<file path="src/rtl/ow_pkg.sv">
// Shared types and command codes for the single-wire sensor slave.
package ow_pkg;
    typedef enum logic [2:0] {
        ST_IDLE,       // ignore slots until a bus reset
        ST_PRES_WAIT,  // delay before presence pulse
        ST_PRES_PULL,  // presence pulse being driven
        ST_RX,         // waiting for a write-slot falling edge
        ST_RX_WAIT,    // timing to the write-slot sample point
        ST_TX,         // waiting for a read-slot falling edge
        ST_TX_HOLD     // holding the bus low for a 0 bit
    } ow_state_e;

    localparam logic [7:0] CMD_SKIP    = 8'hCC;
    localparam logic [7:0] CMD_CONVERT = 8'h44;
    localparam logic [7:0] CMD_READ    = 8'hBE;
endpackage

</file>
<file path="src/rtl/ow_bus_monitor.sv">
// Bus monitor: synchronises the raw bus level through two flops, flags
// falling edges, and measures each low period. When the bus rises after a
// long enough low, it raises reset_det for one cycle.
// Assumes the bus idles high and that clk runs at 1 MHz.
module ow_bus_monitor #(
    parameter int RESET_MIN_US = 480
) (
    input  logic clk,
    input  logic rst_n,
    input  logic bus_in,
    output logic bus_s,
    output logic fall,
    output logic reset_det
);
    localparam int LW = $clog2(RESET_MIN_US + 1);
    localparam logic [LW-1:0] LSAT = LW'(RESET_MIN_US);

    logic sync1, sync2, bus_d;
    logic [LW-1:0] low_cnt;

    // Two-flop synchroniser plus a delayed copy for edge detection.
    always_ff @(posedge clk) begin
        if (!rst_n) begin
            sync1 <= 1'b1;
            sync2 <= 1'b1;
            bus_d <= 1'b1;
        end else begin
            sync1 <= bus_in;
            sync2 <= sync1;
            bus_d <= sync2;
        end
    end

    assign bus_s = sync2;
    assign fall  = bus_d & ~sync2;

    // Saturating count of synchronised low cycles since the last fall.
    always_ff @(posedge clk) begin
        if (!rst_n) begin
            low_cnt <= '0;
        end else if (fall) begin
            low_cnt <= LW'(1);
        end else if (!sync2 && low_cnt != LSAT) begin
            low_cnt <= low_cnt + 1'b1;
        end
    end

    assign reset_det = ~bus_d & sync2 & (low_cnt == LSAT);
endmodule

</file>
<file path="src/rtl/ow_convert.sv">
// Conversion unit: once started, counts CONV_US cycles, then copies the
// temperature input into the scratchpad and pulses done for one cycle.
// A new start while busy restarts the count. Assumes temp_in is stable
// at the completing edge.
module ow_convert #(
    parameter int                 CONV_US = 750000,
    parameter int                 DATA_W  = 16,
    parameter logic [DATA_W-1:0]  INIT    = 16'h0550
) (
    input  logic              clk,
    input  logic              rst_n,
    input  logic              start,
    input  logic [DATA_W-1:0] temp_in,
    output logic [DATA_W-1:0] scratch,
    output logic              done
);
    localparam int CW = $clog2(CONV_US + 1);
    localparam logic [CW-1:0] LAST = CW'(CONV_US - 1);

    logic          busy;
    logic [CW-1:0] cnt;

    // Conversion countdown and scratchpad latch.
    always_ff @(posedge clk) begin
        if (!rst_n) begin
            busy    <= 1'b0;
            cnt     <= '0;
            scratch <= INIT;
            done    <= 1'b0;
        end else begin
            done <= 1'b0;
            if (start) begin
                busy <= 1'b1;
                cnt  <= '0;
            end else if (busy) begin
                if (cnt == LAST) begin
                    busy    <= 1'b0;
                    scratch <= temp_in;
                    done    <= 1'b1;
                end else begin
                    cnt <= cnt + 1'b1;
                end
            end
        end
    end
endmodule

</file>
<file path="src/rtl/onewire_sensor_slave.sv">
// Single-wire temperature sensor slave.
// - Detects bus resets and answers each one with a presence pulse.
// - Decodes a skip-addressing byte followed by either a convert command
//   or a read command.
// - Serves the scratchpad in read slots.
// Assumes a 1 MHz clock, an external pull-up on the bus, and an
// open-drain driver built from bus_pull.
module onewire_sensor_slave #(
    parameter int                RESET_MIN_US  = 480,
    parameter int                PRES_WAIT_US  = 20,
    parameter int                PRES_LEN_US   = 120,
    parameter int                SAMPLE_US     = 22,
    parameter int                READ0_HOLD_US = 45,
    parameter int                CONV_US       = 750000,
    parameter int                DATA_W        = 16,
    parameter logic [DATA_W-1:0] SCRATCH_INIT  = 16'h0550
) (
    input  logic              clk,
    input  logic              rst_n,
    input  logic              bus_in,
    input  logic [DATA_W-1:0] temp_in,
    output logic              bus_pull
);
    import ow_pkg::*;

    localparam int TMAX1 = (PRES_WAIT_US > PRES_LEN_US) ? PRES_WAIT_US : PRES_LEN_US;
    localparam int TMAX2 = (SAMPLE_US > READ0_HOLD_US) ? SAMPLE_US : READ0_HOLD_US;
    localparam int TMAX  = (TMAX1 > TMAX2) ? TMAX1 : TMAX2;
    localparam int TW    = $clog2(TMAX + 1);
    localparam int IW    = $clog2(DATA_W + 1);
    localparam int SW    = $clog2(DATA_W);

    localparam logic [TW-1:0] T_PWAIT = TW'(PRES_WAIT_US - 1);
    localparam logic [TW-1:0] T_PLEN  = TW'(PRES_LEN_US - 1);
    localparam logic [TW-1:0] T_SAMP  = TW'(SAMPLE_US - 1);
    localparam logic [TW-1:0] T_HOLD  = TW'(READ0_HOLD_US - 1);
    localparam logic [IW-1:0] I_END   = IW'(DATA_W);

    logic              bus_s, bus_fall, reset_det;
    logic [DATA_W-1:0] scratch;
    logic              conv_done, conv_go;
    ow_state_e         state;
    logic [TW-1:0]     tmr;
    logic [7:0]        shreg;
    logic [2:0]        bcnt;
    logic              rom_phase;
    logic [IW-1:0]     rd_idx;
    logic [7:0]        byte_n;
    logic              tx_bit;

    ow_bus_monitor #(.RESET_MIN_US(RESET_MIN_US)) u_mon (
        .clk(clk), .rst_n(rst_n), .bus_in(bus_in),
        .bus_s(bus_s), .fall(bus_fall), .reset_det(reset_det)
    );

    ow_convert #(.CONV_US(CONV_US), .DATA_W(DATA_W), .INIT(SCRATCH_INIT)) u_conv (
        .clk(clk), .rst_n(rst_n), .start(conv_go), .temp_in(temp_in),
        .scratch(scratch), .done(conv_done)
    );

    // Next byte value and outgoing read bit.
    always_comb begin
        byte_n = {bus_s, shreg[7:1]};
        tx_bit = (rd_idx < I_END) ? scratch[rd_idx[SW-1:0]] : 1'b1;
    end

    // Main slot sequencer: presence, command reception, read responses.
    always_ff @(posedge clk) begin
        if (!rst_n) begin
            state     <= ST_IDLE;
            tmr       <= '0;
            shreg     <= '0;
            bcnt      <= '0;
            rom_phase <= 1'b1;
            rd_idx    <= '0;
            bus_pull  <= 1'b0;
            conv_go   <= 1'b0;
        end else begin
            conv_go <= 1'b0;
            if (reset_det) begin
                state     <= ST_PRES_WAIT;
                tmr       <= '0;
                bcnt      <= '0;
                rom_phase <= 1'b1;
                rd_idx    <= '0;
                bus_pull  <= 1'b0;
            end else begin
                unique case (state)
                    ST_IDLE: ;
                    ST_PRES_WAIT: begin
                        tmr <= tmr + 1'b1;
                        if (tmr == T_PWAIT) begin
                            state    <= ST_PRES_PULL;
                            bus_pull <= 1'b1;
                            tmr      <= '0;
                        end
                    end
                    ST_PRES_PULL: begin
                        tmr <= tmr + 1'b1;
                        if (tmr == T_PLEN) begin
                            state    <= ST_RX;
                            bus_pull <= 1'b0;
                            tmr      <= '0;
                        end
                    end
                    ST_RX: begin
                        if (bus_fall) begin
                            state <= ST_RX_WAIT;
                            tmr   <= '0;
                        end
                    end
                    ST_RX_WAIT: begin
                        tmr <= tmr + 1'b1;
                        if (tmr == T_SAMP) begin
                            shreg <= byte_n;
                            bcnt  <= bcnt + 1'b1;
                            state <= ST_RX;
                            if (bcnt == 3'd7) begin
                                if (rom_phase) begin
                                    if (byte_n == CMD_SKIP) rom_phase <= 1'b0;
                                    else                    state     <= ST_IDLE;
                                end else if (byte_n == CMD_CONVERT) begin
                                    conv_go <= 1'b1;
                                    state   <= ST_IDLE;
                                end else if (byte_n == CMD_READ) begin
                                    state  <= ST_TX;
                                    rd_idx <= '0;
                                end else begin
                                    state <= ST_IDLE;
                                end
                            end
                        end
                    end
                    ST_TX: begin
                        if (bus_fall) begin
                            if (rd_idx != I_END) rd_idx <= rd_idx + 1'b1;
                            if (!tx_bit) begin
                                bus_pull <= 1'b1;
                                state    <= ST_TX_HOLD;
                                tmr      <= '0;
                            end
                        end
                    end
                    ST_TX_HOLD: begin
                        tmr <= tmr + 1'b1;
                        if (tmr == T_HOLD) begin
                            bus_pull <= 1'b0;
                            state    <= ST_TX;
                        end
                    end
                    default: state <= ST_IDLE;
                endcase
            end
        end
    end
endmodule

</file>
<file path="config.mk">
export PLATFORM = sky130hd
export DESIGN_NAME = onewire_sensor_slave
export DESIGN_NICKNAME = d
export VERILOG_FILES = /design/src/rtl/ow_pkg.sv /design/src/rtl/ow_bus_monitor.sv /design/src/rtl/ow_convert.sv /design/src/rtl/onewire_sensor_slave.sv
export SDC_FILE = /design/constraint.sdc
export NUM_CORES = 1
export LEC_CHECK = 0
export BUFFER_PORTS_ARGS = -buffer_cell sky130_fd_sc_hd__buf_4
export CAP_MARGIN = 15
export CORE_MARGIN = 8
export CORE_UTILIZATION = 36
export DETAILED_ROUTE_END_ITERATION = 8
export PLACE_DENSITY = 0.57
export SYNTH_ARGS = -nofsm -noshare
export SYNTH_HDL_FRONTEND = slang
export SYNTH_SLANG_ARGS = --single-unit
</file>
<file path="constraint.sdc">
create_clock -name clk -period 2.9 [get_ports clk]
set_input_delay 0.29 -clock clk [delete_from_list [all_inputs] [get_ports clk]]
set_output_delay 0.29 -clock clk [all_outputs]
set_load 0.005 [all_outputs]
</file>
* Word level (Yosys, flattened, before mapping)
Index checks and enable logic that the tools add are counted.
Storage, ports and cells: output and inout bits 1, input port bits 19, bits in registers 78, logic and storage cells 142
Operators by class: add/subtract/negate cells 5, bitwise operators 13, multiplexer cells 45, eq/ne operators 38, order comparisons 2, reductions and logical operators 22
Operator list (number):
- $mux W5 | 7
- $mux W7 | 5
- $pmux W7 S5 | 1
- $mux W3 | 11
- $ne A2 B2 Y1 const B | 13
- $reduce_and A8 Y1 | 3
- $ne A3 B3 Y1 const B | 7
- $pmux W3 S7 | 1
- $add A20 B1 Y20 const B | 1
- $eq A20 B20 Y1 const B | 1
- $eq A8 B8 Y1 const B | 2
- $mux W1 | 16
- $eq A7 B5 Y1 const B | 2
- $eq A3 B3 Y1 const B | 4
- $not A1 Y1 | 10
- $pmux W5 S2 | 1
- $add A9 B1 Y9 const B | 1
- $eq A9 B9 Y1 const B | 1
- $ne A9 B9 Y1 const B | 1
- $reduce_and A3 Y1 | 3
- $eq A8 B7 Y1 const B | 1
- $reduce_or A2 Y1 | 4
- $add A7 B1 Y7 const B | 1
- $eq A7 B6 Y1 const B | 1
- 22 further kinds | 27

* Longest topological paths before layout
Gate-level depths: netlist of the first run.
depth after elaboration 8, gate-level depth with buffers 9, gate-level depth less buffers 8

* Modules after synthesis
A second synthesis of the first run with hierarchy kept.
Unflattened totals: cells, all modules 473, area, all modules 4053.9 um^2
Modules (own cells, without submodules):
- onewire_sensor_slave | area each 1841.8 um^2, cells each 219, seq. area each 560.5 um^2, instances 1
- ow_convert | area each 1632.8 um^2, cells each 192, seq. area each 760.7 um^2, instances 1
- ow_bus_monitor | area each 579.3 um^2, cells each 62, seq. area each 240.2 um^2, instances 1

* Least setup slack after synthesis of the first run
OpenSTA, ideal clock, no wires.
kind register to register, from reg rd_idx[0], to reg tmr[2], setup time 96 ps, period minus slack after synthesis 2050 ps, required time 2804 ps, buffers on the path 1, arrival time 1955 ps, slack 850 ps, stages on the path, launching flop included 8, cells stage by stage dfxtp_1 buf_6 mux2_4 a2bb2oi_1 a2111oi_4 nor3_2 or2_1 o41ai_2
On the way: longest elaborated chain between the ends 5
RTL lines:
- from (decl) | line onewire_sensor_slave.sv:47 | logic [IW-1:0] rd_idx;
- from (signal assigned) | line onewire_sensor_slave.sv:136 | if (rd_idx != I_END) rd_idx <= rd_idx + 1'b1;
- $bmux W1 S4 | line onewire_sensor_slave.sv:64 | tx_bit = (rd_idx < I_END) ? scratch[rd_idx[SW-1:0]] : 1'b1;
- $mux W1 (implied by the code) | line onewire_sensor_slave.sv:64
- $mux W1 * | line onewire_sensor_slave.sv:64
- $ne A2 B2 Y1 (no source line) *
- $reduce_and A4 Y1 (no source line) *
- to (signal assigned) | line onewire_sensor_slave.sv:91 | tmr <= tmr + 1'b1;
- to (signal assigned) | line onewire_sensor_slave.sv:99 | tmr <= tmr + 1'b1;
- to (signal assigned) | line onewire_sensor_slave.sv:113 | tmr <= tmr + 1'b1;
- to (decl) | line onewire_sensor_slave.sv:43 | logic [TW-1:0] tmr;
Every way passes the cells marked *; elsewhere a longest branch is shown, timed or not. The select of a mux whose other input is x is not followed. A chain may end at the register's enable or synchronous reset.

* Final worst setup path of the first run
from reg rd_idx[0], to reg bus_pull
On the way: longest elaborated chain between the ends 5
RTL lines:
- $bmux W1 S4 | line onewire_sensor_slave.sv:64
- $mux W1 (implied by the code) | line onewire_sensor_slave.sv:64
- $mux W1 * | line onewire_sensor_slave.sv:64
- $ne A2 B2 Y1 (no source line) *
- $reduce_and A6 Y1 (no source line) *
- to (signal assigned) | line onewire_sensor_slave.sv:76 | bus_pull <= 1'b0;
- to (signal assigned) | line onewire_sensor_slave.sv:86 | bus_pull <= 1'b0;
- to (signal assigned) | line onewire_sensor_slave.sv:94 | bus_pull <= 1'b1;
- to (decl) | line onewire_sensor_slave.sv:22 | output logic bus_pull
Marks and branches as above.

==> impl_results.md, run 1 <==
- Run status: finished clean
- Number of antenna violations at the first check in global routing: 0
- Slew Viols, Final: 0
- Number of fill cells in the layout: 1087
- Critical-path cell list: mux2_4, a2bb2oi_1, a2111oi_4, nor2_1, a2111oi_0, a31o_1
- Hold path startpoint: bus_in
- Number of storage elements in the synthesis netlist: 77
- Cell type group with the largest total delay on the critical path: compound AO/OA/AOI/OAI gates
- Final worst-path cycle share: 0.801
- Post-detailed-route via-to-cell ratio: 5.22
- Depth of the critical timing path with buffers and inverters included: 6
- Insertion delay of the later-clocked pin in the worst-skew pair: 0.35 ns
- Number of standard-cell rows in the floorplan: 38
- Total I/O pin count: 20
- Maximum clock frequency: 0.430 GHz
- Area Overhead vs Synth: 10.3%
- Weighted congestion at the end of routability-driven global placement: 0.815
- Total routing usage reported by global routing: 0.121
- CP Data Arrival Time: 2.62 ns
- CTS tree: yes
- Portion of the post-synthesis area used by sequential elements: 0.389
- Number of placed instances with taps included: 614
- Share of post-route cells with drive strength above 1: 0.124
- Cell count of the worst reg-to-reg path: 6
- Ratio of total power to cell area: 418 nW/um2
- CP Max Fanout: 10
- Number of hold-slack violations in the final timing report: 0
- Number of detailed-routing iterations run before antenna repair: 4
- Number of standard cells after synthesis: 468
- Worst Path Required: 3.20 ns
- Final cell utilization of the core: 0.405
- # hold bufs at CTS: 0
- Clk root buf: sky130_fd_sc_hd__clkbuf_8
- Maximum number of buffers from clock root to sink: 2
- Number of port buffers: 19
- Register-to-register setup slack: 0.58 ns
- Vias after detailed routing: 3290
- Cell with the biggest individual delay on the critical path: sky130_fd_sc_hd__dfxtp_1
- Post-synthesis average cell area: 8.46 um2
- Critical path class: flip-flop to flip-flop
- Transition time of the tightest slew-check pin: 0.773 ns
- Number of unique standard cell types used by synthesis: 65
- Post-Layout Inst Area: 4370 um2
- Clock Sinks: 77
- Endpoint class of the critical path: flip-flop
- Nets: 514
- Max-cap violation count: 0
- Wire length after detailed routing: 8530 um
- Design Power: 1.82 mW
- Total setup violations reported at the end of the flow: 0
- Clock H-tree levels: 3
- Clock buffers created by TritonCTS: 9
- Hold crit path type: input port to flip-flop
- Routed length per instance: 13.5 um
- Cell area reported after detailed placement: 4200 um2
- Diodes inserted: 0
- Worst stage delay on the critical path: 0.59 ns
- First-pass GRT wire length: 14600 um
- Vias in the first global route: 3132
- Post-synth EDFFs: 0
- Most instantiated flip-flop cell in the synthesis netlist: sky130_fd_sc_hd__dfxtp_1
- Setup repair bufs after CTS: 0
- Number of antenna-violating nets in the routed design: 0
- Number of non-filler instances in the completed layout: 630
- Minimum clock period: 2.32 ns
- Largest clock skew in the final design: 0.0133 ns
- DRC viols: 0
- Dpl hpwl: 6250 um
- Bufs and invs on worst path: 0
- Cell area after synthesis: 3960 um2
- Die footprint: 14600 um2
- Clock transition at the registers of the reported paths: 0.08 ns
- Worst vdd rail ir drop: 0.289 mV
- Leftover overflow at the end of global routing: 0
- Pleak: 1.45 nW
- Height of the die: 121 um
- Drt initial violations: 202
- Startpoint type of the worst setup path: flip-flop
- Unrepaired setup endpoints after global routing: no
- Hold path cells: 2
- Destination of the worst register-to-register timing path: bus_pull
- FFs w/ async S/R, synth: 0
- Number of resized instances in the post-cts repair step: 0
- Reg-to-reg startpoint: rd_idx[0]
- Synthesis warning total: 0
- Max-Slew Margin vs Limit: 0.485
- DIE WIDTH: 121 um
- Accumulated negative setup slack: 0 ns
- Starting utilization of the core area: 0.367
- Largest net degree at the start of global routing: 23
- Core box area: 10800 um2
- Net count after synthesis: 497
- Destination of the worst hold path: u_mon.sync1
[through the flow]
step | hold slack [ns] | setup slack [ns]
2_1_floorplan | 0.386 | 0.850
3_3_place_gp | 0.394 | 0.596
3_5_place_dp | 0.398 | 0.566
4_1_cts | 0.106 | 0.557
5_1_grt | 0.109 | 0.384
6_report | 0.123 | 0.576
[Yosys cell counts, drive strengths merged, types with 2 or more instances]
master,number,area (um2)
nand4,11,68.8
clkbuf,14,82.6
o311ai,3,61.3
and2,3,18.8
and4,5,43.8
nand2,62,235
xor2,10,87.6
inv,19,71.3
nand2b,7,43.8
or3,12,77.6
mux2i,11,110
a211oi,3,22.5
xnor2,13,114
nor2b,5,31.3
buf,5,40.0
or4b,2,23.8
a21o,3,22.5
mux2,3,37.5
nand4b,3,26.3
a21oi,34,170
and3,6,37.5
o21a,2,15.0
o31ai,4,30.0
nand3,19,95.1
nor4b,4,35.0
ha,10,125
o21ai,22,110
nor4,4,25.0
or2b,2,17.5
a31o,4,35.0
nor3,10,55.1
a2111oi,3,45.1
dfxtp,77,1540
and4b,2,20.0
nor2,52,195
or2,2,12.5
[area by class of cell]
class	count	area (um2)	share of cell area
Inverter	19	71.3	0.0163
Sequential cell	77	1540	0.353
Clock buffer	10	128	0.0292
Clock inverter	6	38.8	0.00888
Tap cell	140	175	0.0401
Timing Repair Buffer	25	188	0.0430
Multi-Input combinational cell	353	2230	0.510
[state kept, by name (all words and copies together), names as in the netlist]
signal / count
bcnt: 3
bus_pull: 1
conv_go: 1
rd_idx: 5
rom_phase: 1
shreg: 7
state: 3
tmr: 7
u_conv.busy: 1
u_conv.cnt: 20
u_conv.scratch: 16
u_mon.bus_d: 1
u_mon.bus_s: 1
u_mon.low_cnt: 9
u_mon.sync1: 1
[per-layer routing]
metal	up-vias	wire, um	track usage
met4	0	103	0.0414
met2	36	4080	0.197
li1	1689	-	-
met5	-	0	0
met3	10	263	0.0307
met1	1555	4080	0.153
[worst max path at each step]
stage                          from       end  slack, ns
final                     rd_idx[0]  bus_pull       0.58
after global routing       state[1]    tmr[6]       0.38
after CTS                 rd_idx[0]  bus_pull       0.56
after detailed placement  rd_idx[0]  bus_pull       0.57
after global placement    rd_idx[1]    tmr[1]       0.60
after floorplan           rd_idx[0]    tmr[2]       0.85
[placed cells by master (no fill, tap or decap), types with 7 or more instances in the layout]
cell type / n
sky130_fd_sc_hd__nand2b_1: 7
sky130_fd_sc_hd__xnor2_1: 13
sky130_fd_sc_hd__dfxtp_1: 77
sky130_fd_sc_hd__mux2i_1: 11
sky130_fd_sc_hd__xor2_1: 10
sky130_fd_sc_hd__nand2_1: 61
sky130_fd_sc_hd__or3_1: 10
sky130_fd_sc_hd__nor2_1: 52
sky130_fd_sc_hd__ha_1: 10
sky130_fd_sc_hd__a21oi_1: 34
sky130_fd_sc_hd__nand4_1: 11
sky130_fd_sc_hd__inv_1: 19
sky130_fd_sc_hd__o21ai_0: 22
sky130_fd_sc_hd__clkbuf_8: 9
sky130_fd_sc_hd__buf_4: 25
sky130_fd_sc_hd__nor3_1: 9
sky130_fd_sc_hd__nand3_1: 19
[power by group]
| group | internal (mW) | switching (mW) |
|---|---|---|
| sequential | 1.06 | 0.00418 |
| combinational | 0.0243 | 0.0325 |
| clock | 0.309 | 0.395 |
[cells by family (layout without fill, tap and decap cells)]
group           after synthesis  in the layout  synth area share
compound gates               91             91             0.162
simple gates                214            214             0.274
flops                        77             77             0.389
buf+inv                      38             60            0.0490
xor+xnor                     23             23            0.0509
mux                          15             15            0.0430
fa+ha+maj                    10             10            0.0316
No activity file was read; power rests on OpenSTA's default activity.
==> inputs of run 2 (changes only) <==
clock period = 2.3 ns   (was 2.9 ns; I/O delays follow)
==> run 2 against run 1 <==
Compared with the run above:
- worst hold slack lost 0.043 ns
- via count grew 0.94%
- design area grew 3.7%
- clock power grew 66%
- die area is the same
- non-clock buffer count grew 11
- fmax grew 8.5%
- core utilization grew 1.5 points
- routed wire length grew 0.77%
- sequential power grew 26%
- global-route usage grew 0.18 points
- critical endpoint unchanged
==> impl_results.md, run 2 (same netlist as run 1, synthesis figures left out) <==
- Largest register FFs: 20
- Run status: finished clean
- Clock transition at the registers of the reported paths: 0.08 ns
- DIE WIDTH: 121 um
- Ratio of total power to cell area: 571 nW/um2
- Vias in the first global route: 3183
- Critical-path cell list: buf_4, mux2i_1, a22oi_1, a2111oi_4, nor2_1, a2111oi_0, a31o_1
- Share of post-route cells with drive strength above 1: 0.152
- Register with the highest flop count: u_conv.cnt
- Number of port buffers: 19
- Startpoint type of the worst setup path: flip-flop
- Clock H-tree levels: 3
- Largest net degree at the start of global routing: 21
- Diodes inserted: 0
- DRC viols: 0
- Setup repair bufs after CTS: 0
- CP Max Fanout: 8
- Total I/O pin count: 20
- Worst vdd rail ir drop: 0.347 mV
- Maximum clock frequency: 0.467 GHz
- Routed length per instance: 13.4 um
- Slew Viols, Final: 0
- Max-cap violation count: 0
- Insertion delay of the later-clocked pin in the worst-skew pair: 0.36 ns
- Worst stage delay on the critical path: 0.46 ns
- Core box area: 10800 um2
- Endpoint class of the critical path: flip-flop
- Transition time of the tightest slew-check pin: 0.766 ns
- Unrepaired setup endpoints after global routing: no
- Leftover overflow at the end of global routing: 0
- Pleak: 1.54 nW
- Critical path class: flip-flop to flip-flop
- Nets: 525
- Number of standard-cell rows in the floorplan: 38
- Largest regs: u_conv.cnt (20), u_conv.scratch (16), u_mon.low_cnt (9)
- Die footprint: 14600 um2
- Most used cells in the layout excluding fill and tap cells: sky130_fd_sc_hd__dfxtp_1, sky130_fd_sc_hd__nand2_1, sky130_fd_sc_hd__nor2_1
- # hold bufs at CTS: 0
- Clock buffers created by TritonCTS: 9
- Hold crit path type: input port to flip-flop
- CP Data Arrival Time: 2.45 ns
- Maximum number of buffers from clock root to sink: 2
- Dpl hpwl: 6220 um
- Number of antenna-violating nets in the routed design: 0
- Minimum clock period: 2.14 ns
- Accumulated negative setup slack: 0 ns
- Starting utilization of the core area: 0.367
- Largest clock skew in the final design: 0.0101 ns
- Final cell utilization of the core: 0.420
- Max-Slew Margin vs Limit: 0.490
- Cell with the biggest individual delay on the critical path: sky130_fd_sc_hd__a2111oi_0
- Number of resized instances in the post-cts repair step: 0
- Area Overhead vs Synth: 14.3%
- Height of the die: 121 um
- Clock Sinks: 77
- Most frequent standard cell in the layout excluding fill and tap cells: sky130_fd_sc_hd__dfxtp_1
- Post-detailed-route via-to-cell ratio: 5.18
- First-pass GRT wire length: 14800 um
- Wire length after detailed routing: 8590 um
- Number of hold-slack violations in the final timing report: 0
- Clk root buf: sky130_fd_sc_hd__clkbuf_8
- Number of fill cells in the layout: 1096
- Design Power: 2.59 mW
- Bufs and invs on worst path: 1
- Number of non-filler instances in the completed layout: 641
- Number of placed instances with taps included: 625
- Total routing usage reported by global routing: 0.123
- Cell type group with the largest total delay on the critical path: compound AO/OA/AOI/OAI gates
- Total setup violations reported at the end of the flow: 0
- Vias after detailed routing: 3321
- Number of detailed-routing iterations run before antenna repair: 5
- Drt initial violations: 244
- Final worst-path cycle share: 0.932
- CTS tree: yes
- Worst Path Required: 2.61 ns
- Number of antenna violations at the first check in global routing: 0
- Weighted congestion at the end of routability-driven global placement: 0.855
run 2: per-stage QoR:
step	area, um2	worst slack, ns	hold WS, ns
after floorplan	3960	0.250	0.331
after global placement	4280	0.110	0.414
after detailed placement	4280	0.0833	0.406
after CTS	4520	0.0753	0.0687
after global routing	4530	0.0183	0.0729
final	4530	0.157	0.0797
run 2: power by group:
group,leakage (nW),internal [mW],switching (mW),total [mW]
clock,0.113,0.648,0.525,1.17
combinational,0.805,0.0315,0.0410,0.0724
sequential,0.621,1.34,0.00524,1.34
run 2: worst min-delay path, delay by kind of cell:
kind                   cells  cell delay (ns)
AND/OR/NAND/NOR            2             0.10
buffers and inverters      1             0.08
run 2: worst paths after layout:
path | startpoint | end | slack [ns] | depth (start not counted)
hold reg to reg | u_mon.sync1 | u_mon.bus_s | 0.42 | 1
setup reg to reg | rd_idx[0] | bus_pull | 0.16 | 7
setup / recovery | rd_idx[0] | bus_pull | 0.16 | 7
hold / removal | temp_in[10] | u_conv.scratch[10] | 0.08 | 3
run 2: area by class of cell:
cell class / instances / area (um2) / share of cell area
multi-input cells: 353 / 2240 / 0.494
flip-flops and latches: 77 / 1540 / 0.341
repair buffers: 36 / 270 / 0.0597
well taps: 140 / 175 / 0.0387
clock buffers: 10 / 138 / 0.0304
clock inverters: 6 / 93.8 / 0.0207
inverters: 19 / 71.3 / 0.0158
run 2: routing by layer:
metal,track usage,part of all wire
met2,0.202,0.46
met1,0.151,0.49
met5,0,0
met4,0.0445,0.016
met3,0.0321,0.026
